`src/rtl/mdpsk_pkg.sv`:
```
package mdpsk_pkg;

    typedef enum logic [1:0] {
        LC_IDLE = 2'b00,
        LC_POS  = 2'b01,
        LC_NEG  = 2'b10
    } line_code_t;

    typedef enum logic [1:0] {
        ST_IDLE,
        ST_OPEN,
        ST_BITS,
        ST_CLOSE
    } burst_st_t;

    function automatic line_code_t level_of(input logic positive);
        return positive ? LC_POS : LC_NEG;
    endfunction

endpackage

```
`src/rtl/mdpsk_burst_ctrl.sv`:
```
module mdpsk_burst_ctrl
    import mdpsk_pkg::*;
#(
    parameter int HALF  = 8,
    parameter int NBITS = 10
) (
    input  logic             clk,
    input  logic             rst,
    input  logic             start,
    input  logic [NBITS-1:0] data,
    output logic             busy,
    output logic             done,
    output logic             load,
    output logic             flip
);
    localparam int CNTW = $clog2(2 * HALF);
    localparam int IDXW = (NBITS > 1) ? $clog2(NBITS) : 1;
    localparam logic [CNTW-1:0] HALF_END = CNTW'(HALF - 1);
    localparam logic [CNTW-1:0] BIT_END  = CNTW'(2 * HALF - 1);
    localparam logic [IDXW-1:0] IDX_LAST = IDXW'(NBITS - 1);

    burst_st_t        st;
    logic [CNTW-1:0]  cnt;
    logic [IDXW-1:0]  idx;
    logic [NBITS-1:0] shreg;
    logic             cur_bit;

    assign cur_bit = shreg[NBITS-1];
    assign busy    = (st != ST_IDLE);
    assign load    = (st == ST_IDLE) && start;
    assign flip    = ((st == ST_OPEN) && (cnt == HALF_END)) ||
                     ((st == ST_BITS) && ((cnt == BIT_END) ||
                                          ((cnt == HALF_END) && cur_bit)));

    always_ff @(posedge clk) begin
        if (rst) begin
            st    <= ST_IDLE;
            cnt   <= '0;
            idx   <= '0;
            shreg <= '0;
            done  <= 1'b0;
        end else begin
            done <= 1'b0;
            case (st)
                ST_IDLE: begin
                    if (start) begin
                        st    <= ST_OPEN;
                        cnt   <= '0;
                        idx   <= '0;
                        shreg <= data;
                    end
                end
                ST_OPEN: begin
                    if (cnt == HALF_END) begin
                        st  <= ST_BITS;
                        cnt <= '0;
                    end else begin
                        cnt <= cnt + 1'b1;
                    end
                end
                ST_BITS: begin
                    if (cnt == BIT_END) begin
                        cnt <= '0;
                        if (idx == IDX_LAST) begin
                            st <= ST_CLOSE;
                        end else begin
                            idx   <= idx + 1'b1;
                            shreg <= shreg << 1;
                        end
                    end else begin
                        cnt <= cnt + 1'b1;
                    end
                end
                default: begin
                    if (cnt == HALF_END) begin
                        st   <= ST_IDLE;
                        cnt  <= '0;
                        done <= 1'b1;
                    end else begin
                        cnt <= cnt + 1'b1;
                    end
                end
            endcase
        end
    end

    // done lasts one cycle
    p_done_one_cycle_r7: assert property (@(posedge clk) disable iff (rst)
        done |=> !done);

    // a burst only ends together with done
    p_busy_fall_done_r7: assert property (@(posedge clk) disable iff (rst)
        $fell(busy) |-> done);

    // a strobe mid-burst does not end or restart the burst
    p_ignore_start_r8: assert property (@(posedge clk) disable iff (rst)
        (busy && st != ST_CLOSE && start) |=> busy);

    // the bit index never passes the last bit
    p_idx_range_r5: assert property (@(posedge clk) disable iff (rst)
        idx <= IDX_LAST);

endmodule

```
`src/rtl/mdpsk_polarity_gen.sv`:
```
module mdpsk_polarity_gen
    import mdpsk_pkg::*;
(
    input  logic       clk,
    input  logic       rst,
    input  logic       load,
    input  logic       flip,
    input  logic       busy,
    output logic [1:0] sym
);
    logic pol;

    always_ff @(posedge clk) begin
        if (rst) begin
            pol <= 1'b1;
        end else if (load) begin
            pol <= 1'b1;
        end else if (flip) begin
            pol <= ~pol;
        end
    end

    assign sym = busy ? level_of(pol) : LC_IDLE;

    // the burst opens positive
    p_open_pos_r2: assert property (@(posedge clk) disable iff (rst)
        load |=> (sym == LC_POS));

    // every segment boundary alternates the level
    p_flip_alt_r4: assert property (@(posedge clk) disable iff (rst)
        (flip && busy) |=> (sym != $past(sym)));

endmodule

```
`src/rtl/mdpsk_line_mux.sv`:
```
module mdpsk_line_mux
    import mdpsk_pkg::*;
(
    input  logic [1:0] sym,
    input  logic       loopback,
    output logic [1:0] line_code,
    output logic [1:0] loop_code
);
    always_comb begin
        if (loopback) begin
            line_code = LC_IDLE;
            loop_code = sym;
        end else begin
            line_code = sym;
            loop_code = LC_IDLE;
        end
    end

endmodule

```
`src/rtl/mdpsk_modulator.sv`:
```
module mdpsk_modulator
    import mdpsk_pkg::*;
#(
    parameter int HALF  = 8,
    parameter int NBITS = 10
) (
    input  logic             clk,
    input  logic             rst,
    input  logic             start,
    input  logic [NBITS-1:0] data,
    input  logic             loopback,
    output logic [1:0]       line_code,
    output logic [1:0]       loop_code,
    output logic             busy,
    output logic             done
);
    logic       load;
    logic       flip;
    logic [1:0] sym;

    mdpsk_burst_ctrl #(.HALF(HALF), .NBITS(NBITS)) u_ctrl (
        .clk   (clk),
        .rst   (rst),
        .start (start),
        .data  (data),
        .busy  (busy),
        .done  (done),
        .load  (load),
        .flip  (flip)
    );

    mdpsk_polarity_gen u_pol (
        .clk  (clk),
        .rst  (rst),
        .load (load),
        .flip (flip),
        .busy (busy),
        .sym  (sym)
    );

    mdpsk_line_mux u_mux (
        .sym       (sym),
        .loopback  (loopback),
        .line_code (line_code),
        .loop_code (loop_code)
    );

    // no symbol outside a burst
    p_idle_when_free_r1: assert property (@(posedge clk) disable iff (rst)
        !busy |-> (sym == LC_IDLE));

    // never idle inside a burst
    p_active_in_burst_r6: assert property (@(posedge clk) disable iff (rst)
        busy |-> (sym != LC_IDLE));

    // looped symbols never reach the line
    p_loop_quiet_r9: assert property (@(posedge clk) disable iff (rst)
        (loopback && busy) |-> (line_code == LC_IDLE && loop_code != LC_IDLE));

endmodule

```
`config.mk`:
```
export PLATFORM = sky130hd
export DESIGN_NAME = mdpsk_modulator
export DESIGN_NICKNAME = d
export VERILOG_FILES = /design/src/rtl/mdpsk_pkg.sv /design/src/rtl/mdpsk_burst_ctrl.sv /design/src/rtl/mdpsk_polarity_gen.sv /design/src/rtl/mdpsk_line_mux.sv /design/src/rtl/mdpsk_modulator.sv
export SDC_FILE = /design/constraint.sdc
export NUM_CORES = 1
export LEC_CHECK = 0
export BUFFER_PORTS_ARGS = -buffer_cell sky130_fd_sc_hd__buf_2
export CORE_MARGIN = 2
export CORE_UTILIZATION = 50
export DETAILED_ROUTE_END_ITERATION = 6
export PLACE_DENSITY_LB_ADDON = 0.15
export SLEW_MARGIN = 20
export SYNTH_ARGS = -nofsm -noshare
export SYNTH_HDL_FRONTEND = slang
export SYNTH_HIERARCHICAL = 1
export SYNTH_SLANG_ARGS = --single-unit
```
`constraint.sdc`:
```
create_clock -name clk -period 1.7 [get_ports clk]
set_input_delay 0.34 -clock clk [delete_from_list [all_inputs] [get_ports clk]]
set_output_delay 0.34 -clock clk [all_outputs]
set_load 0.01 [all_outputs]
```
Yosys cells after proc, flatten, opt, wreduce, memory -nomap -nowiden
Cells that the tools add are included.
{ "op_classes": {"n_div": 0, "reduce_logical": 14, "n_mul": 0, "n_lt_le_gt_ge": 0, "bitwise_logic": 1, "n_mux": 22, "shifts": 0, "n_eq_ne": 10, "n_addsub": 2} }
{ "op_table": {"columns": ["op", "count"], "rows": [
  ["10-bit two-way mux", 3],
  ["4-bit two-way mux", 5],
  ["10-bit case mux with 2 select lines", 1],
  ["2-bit two-way mux", 9],
  ["4-bit case mux with 2 select lines", 2],
  ["2-bit inequality test, second input constant", 5],
  ["4-bit by 1-bit adder with 4-bit output, second input constant", 2],
  ["4-bit equality test, second input constant", 2],
  ["2-bit case mux with 3 select lines", 1],
  ["5-bit AND reduction", 1],
  ["4-bit by 3-bit equality test with 1-bit output, second input constant", 1],
  ["1-bit logical AND", 4],
  ["4-bit AND reduction", 1],
  ["2-bit nonzero test", 2],
  ["4-bit OR reduction", 1],
  ["3-bit nonzero test", 1],
  ["2-bit by 1-bit equality test with 1-bit output, second input constant", 1],
  ["2-bit equality test, second input constant", 1],
  ["2-bit logical NOT", 1],
  ["1-bit logical OR", 2],
  ["2-bit OR reduction", 1],
  ["1-bit two-way mux", 1],
  ["1-bit NOT", 1]
]} }
{ "word_totals": {"rom_bits": 0, "register_bits": 22, "wordCells": 55, "n_memories": 0, "latchBits": 0, "mem_bits_rw": 0, "output_inout_bits": 6} }

Depth between registers and ports, before layout
{ "logic_depth": {"word_depth": 5, "mapped_depth": 8, "mapped_depth_nobuf": 6} }

Cells and area by module
The synthesis kept the hierarchy.
{ "by_module_without_submodules": {"columns": ["mod", "n_inst", "cells_each", "area_each_um2"], "rows": [
  ["mdpsk_burst_ctrl", 1, 124, 1206.2],
  ["mdpsk_polarity_gen", 1, 5, 51.3],
  ["mdpsk_line_mux", 1, 4, 25.0]
]} }

Least setup slack after synthesis
Ideal clock, no wire load.
{ "synth_timing": {"kind": "reg2reg", "from": "reg u_ctrl.st[0]", "to": "reg u_ctrl.idx[2]", "required_time_ps": 1628, "t_arrival_ps": 1553, "path_stages_with_launch": 8, "setup_ps": 72, "period_less_slack_ps": 1625, "setup_slack_ps": 75, "n_path_buf": 1, "path_cell_list": "dfxtp_1 inv_1 ha_1 and4b_1 a211oi_4 buf_6 nand4b_1 a21oi_1"} }
{ "synth_via": {"elab_chain_len": 3} }
{ "synth_lines": {"columns": ["item", "line", "text"], "rows": [
  ["from (decl)", "mdpsk_burst_ctrl.sv:22", "burst_st_t st;"],
  ["from (signal assigned)", "mdpsk_burst_ctrl.sv:37", "st <= ST_IDLE;"],
  ["from (signal assigned)", "mdpsk_burst_ctrl.sv:47", "st <= ST_OPEN;"],
  ["from (signal assigned)", "mdpsk_burst_ctrl.sv:55", "st <= ST_BITS;"],
  ["2-bit equality test or 2-bit logical NOT (tied branches)", "mdpsk_burst_ctrl.sv:44", "case (st)"],
  ["2-bit inequality test (no source line) or 2-bit nonzero test (tied branches)", null, null],
  ["4-bit AND reduction (no source line)", null, null],
  ["to (signal assigned)", "mdpsk_burst_ctrl.sv:67", "idx <= idx + 1'b1;"],
  ["to (decl)", "mdpsk_burst_ctrl.sv:24", "logic [IDXW-1:0] idx;"]
]} }
Parallel ways exist; a longest one is shown, timed or not.
A chain may end at the register's enable or synchronous reset.

Final worst setup path
{ "layout_timing": {"from": "reg u_ctrl.st[1]", "to": "reg u_ctrl.shreg[3]"} }
{ "layout_via": {"elab_chain_len": 3} }
{ "layout_lines": {"columns": ["item", "line", "text"], "rows": [
  ["2-bit equality test or 2-bit logical NOT (tied branches)", "mdpsk_burst_ctrl.sv:44", null],
  ["2-bit inequality test (no source line) or 2-bit nonzero test (tied branches)", null, null],
  ["4-bit AND reduction (no source line)", null, null],
  ["to (signal assigned)", "mdpsk_burst_ctrl.sv:50", "shreg <= data;"],
  ["to (signal assigned)", "mdpsk_burst_ctrl.sv:68", "shreg <= shreg << 1;"],
  ["to (decl)", "mdpsk_burst_ctrl.sv:25", "logic [NBITS-1:0] shreg;"]
]} }
Parallel ways exist; a longest one is shown, timed or not.

==> results by group <==
Layout
  – Final Non-Filler Cells: between 150 and 200
  – ANT cells: 0
  – Util after Layout: 0.687
  – Layout cells sized above 1: 0.461
  – # nets final: 187
  – Sequential cell area: 443 µm²
  – Fillers: ~180
  – Area of the multi-input gates: about 850 µm²
  – Layout area overhead: 31.4%

Die
  – I/O Pins: 20
  – Starting Density: 0.522
  – Horiz. Die Dim: 54.6 µm
  – Die Y-Extent: ~55 µm
  – Row count: 18
  – Core footprint: 2450 µm²
  – DIE AREA: 2990 µm²

Setup path
  – Max FO, Critical Path: 5
  – Critical Path RT: slightly below 2 ns
  – Arrival time at the worst endpoint: around 2 ns
  – Slowest cell on crit path: dfxtp_2
  – Worst path cell trace: buf_4 -> ha_4 -> and4b_2 -> a211oi_4 -> buf_6 -> clkbuf_16 -> nor2_1 -> a211oi_2
  – CP top delay family: buffers and inverters
  – Crit path capture type: register
  – Buf+Inv Stages, Crit Path: 3
  – Worst setup SP type: register
  – Crit path largest cell delay: between 0.3 and 0.4 ns
  – CP Class: reg2reg

Global route
  – Tot GR Track Use: 0.190
  – Initial antenna violation count: 0
  – First-pass GRT wire length: approximately 4.1 mm
  – Vias in the first global route: ~1,000
  – GRT overflow: 0
  – Largest net degree at the start of global routing: 23

Min path
  – Hold Crit Class: in2reg

Synth
  – Leading area contributor after synthesis: dfxtp_1
  – Top post-synthesis cells by count: 22 x dfxtp_1, 16 x nor2_1, 10 x mux2i_1
  – Top cells by area, synth: dfxtp_1 34%, mux2i_1 7.8%, a211oi_2 6.8%
  – Synth Cell Area: 1280 µm²
  – Yosys top cell area share: 0.343
  – Seq/Total Area, Yosys: 0.343
  – Unique cell type count in the Yosys netlist: between 40 and 50
  – Post-synth EDFFs: 0
  – Yosys warning count: 6
  – Post-synthesis average cell area: ~9.6 µm²
  – Count leader, synth: dfxtp_1
  – Syn Nets: about 150
  – Ys flop type: dfxtp_1
  – Ys async rst share: 0
  – Yosys reg bits: 22
  – Post-synthesis cell count: between 100 and 150

Timing
  – Pins Over Slew Limit: 0
  – Fin. Hold Viols: 0
  – Setup clock skew after layout: about 0.0048 ns
  – Tcrit/Tclk final: 1.02
  – Fin crit period: approximately 1.7 ns
  – Unrepaired setup endpoints after global routing: yes
  – Fmax: 0.575 GHz
  – Slew of the pin with the lowest slew margin: 0.480 ns
  – Final setup viols: 6
  – Worst slew margin: 0.680
  – Final WS setup: -0.0401 ns

Drt
  – Via density: ~5.7
  – Wirelength per Cell: 14.5 µm
  – Routed vias: 1,115
  – Antenna Nets Post-Route: 0
  – First-pass iteration count of the detailed router: 4
  – WL final: around 2.8 mm
  – DR iter-0 viols: 6
  – DRC violations left: 0

Clocking
  – Clock transition at path regs: 0.12 ns
  – Number of H-tree levels: 1
  – CTS Sinks: 22
  – Root Buffer: clkbuf_4
  – Total CTS buffers: 3
  – TritonCTS clock tree: done
  – Clock Tree Buf Depth: 2
  – Worst-Skew Late Latency: 0.31 ns

Placed design
  – # placed instances: between 150 and 200
  – HPWL after DPL: about 1.8 mm
  – GP Congestion: ~0.75
  – Port bufs: 19

Power
  – Comb pwr share: 0.606
  – Peak VDD IR: between 0.9 and 1 mV
  – Psw: about 1 mW
  – Pwr Density: about 1500 nW/µm²
  – Seq pwr share: 0.281
  – Leakage power: about 0.65 nW
  – Sw Share: 0.383
  – Int Pwr: around 1.6 mW
  – Clock Power Share: 0.113

Flow run
  – # Max-Cap Violations: 0

Status
  – Failing checks: setup timing
  – Outcome: complete, but fails checks
[cells in the final DEF, fill, tap and decap left out, drive strengths merged, types with 3 or more instances in the layout]
cell	n
nand3	3
nand2	4
nor2b	3
mux2i	11
a21oi	8
ha	7
inv	4
and2	5
a211oi	11
nor2	16
o21ai	5
clkbuf	6
buf	34
dfxtp	22
[power groups by stage]
stage          clock network, mW  logic, mW  registers (mW)
2_1_floorplan                  0      0.878           0.709
3_3_place_gp                   0       1.06           0.718
3_5_place_dp                   0       1.10           0.725
4_1_cts                    0.299       1.18           0.718
5_1_grt                    0.319       1.71           0.744
6_report                   0.292       1.58           0.731
[logic make-up after synthesis]
family / Yosys count / share of synthesized area
AND/OR/NAND/NOR: 45 / 0.198
AO/OA/AOI/OAI: 32 / 0.203
flip-flops: 22 / 0.343
buffers and inverters: 12 / 0.0624
multiplexers: 12 / 0.104
adder cells (fa/ha/maj): 7 / 0.0683
XOR/XNOR: 3 / 0.0205
[tightest hold or removal path, cell delays in order]
cell and delay (ns):
buf_2 0.10, mux2i_1 0.12, a211oi_1 0.08
[area by class of cell]
type | instances | area share
multi-input cells | 99 | 0.505
flip-flops and latches | 22 | 0.263
repair buffers | 36 | 0.178
well taps | 30 | 0.0223
clock buffers | 4 | 0.0215
inverters | 4 | 0.0104
[final timing paths]
path                                        to                       start  cells after the start  slack (ns)
hold / removal    u_ctrl/shreg[8]$_SDFFE_PP0P_                     data[8]                      3        0.36
setup / recovery  u_ctrl/shreg[3]$_SDFFE_PP0P_   u_ctrl/st[1]$_SDFFE_PP0P_                      8       -0.04
hold reg to reg     u_ctrl/idx[3]$_SDFFE_PP0P_  u_ctrl/idx[3]$_SDFFE_PP0P_                      2        0.51
setup reg to reg  u_ctrl/shreg[3]$_SDFFE_PP0P_   u_ctrl/st[1]$_SDFFE_PP0P_                      8       -0.04
[metrics by stage]
stage	TNS [ns]	cell area (µm²)	hold WS (ns)	worst slack (ns)	power [mW]
5_1_grt	-0.914	1690	0.376	-0.0973	2.77
4_1_cts	-0.000850	1510	0.352	-0.000850	2.20
2_1_floorplan	0	1280	0.442	0.0753	1.59
6_report	-0.0919	1690	0.364	-0.0401	2.60
3_5_place_dp	-0.000133	1440	0.481	-0.000133	1.82
3_3_place_gp	0	1440	0.480	0.0700	1.78
[what timing repair did]
item | 4_1_cts | 5_1_grt
setup endpoints to repair | 9 | 22
hold buffers | 0 | 0
cloned | 0 | 3
gates resized for setup | 7 | 25
pin swaps | 2 | 13
setup buffers | 3 | 3
[flip-flops by register name (all words and copies together) (netlist names)]
| register | flops |
|---|---|
| u_ctrl/cnt | 4 |
| u_ctrl/done | 1 |
| u_ctrl/idx | 4 |
| u_ctrl/shreg | 10 |
| u_pol/pol | 1 |
| u_ctrl/st | 2 |
[metal layers]
metal / vias up / GRT usage / routed length (µm)
li1: 542 / - / -
met1: 537 / 0.213 / 1180
met2: 27 / 0.347 / 1480
met3: 9 / 0.0301 / 123
met4: 0 / 0.0875 / 54
met5: - / 0 / 0
Note: power is estimated with default switching activity, not from simulation.
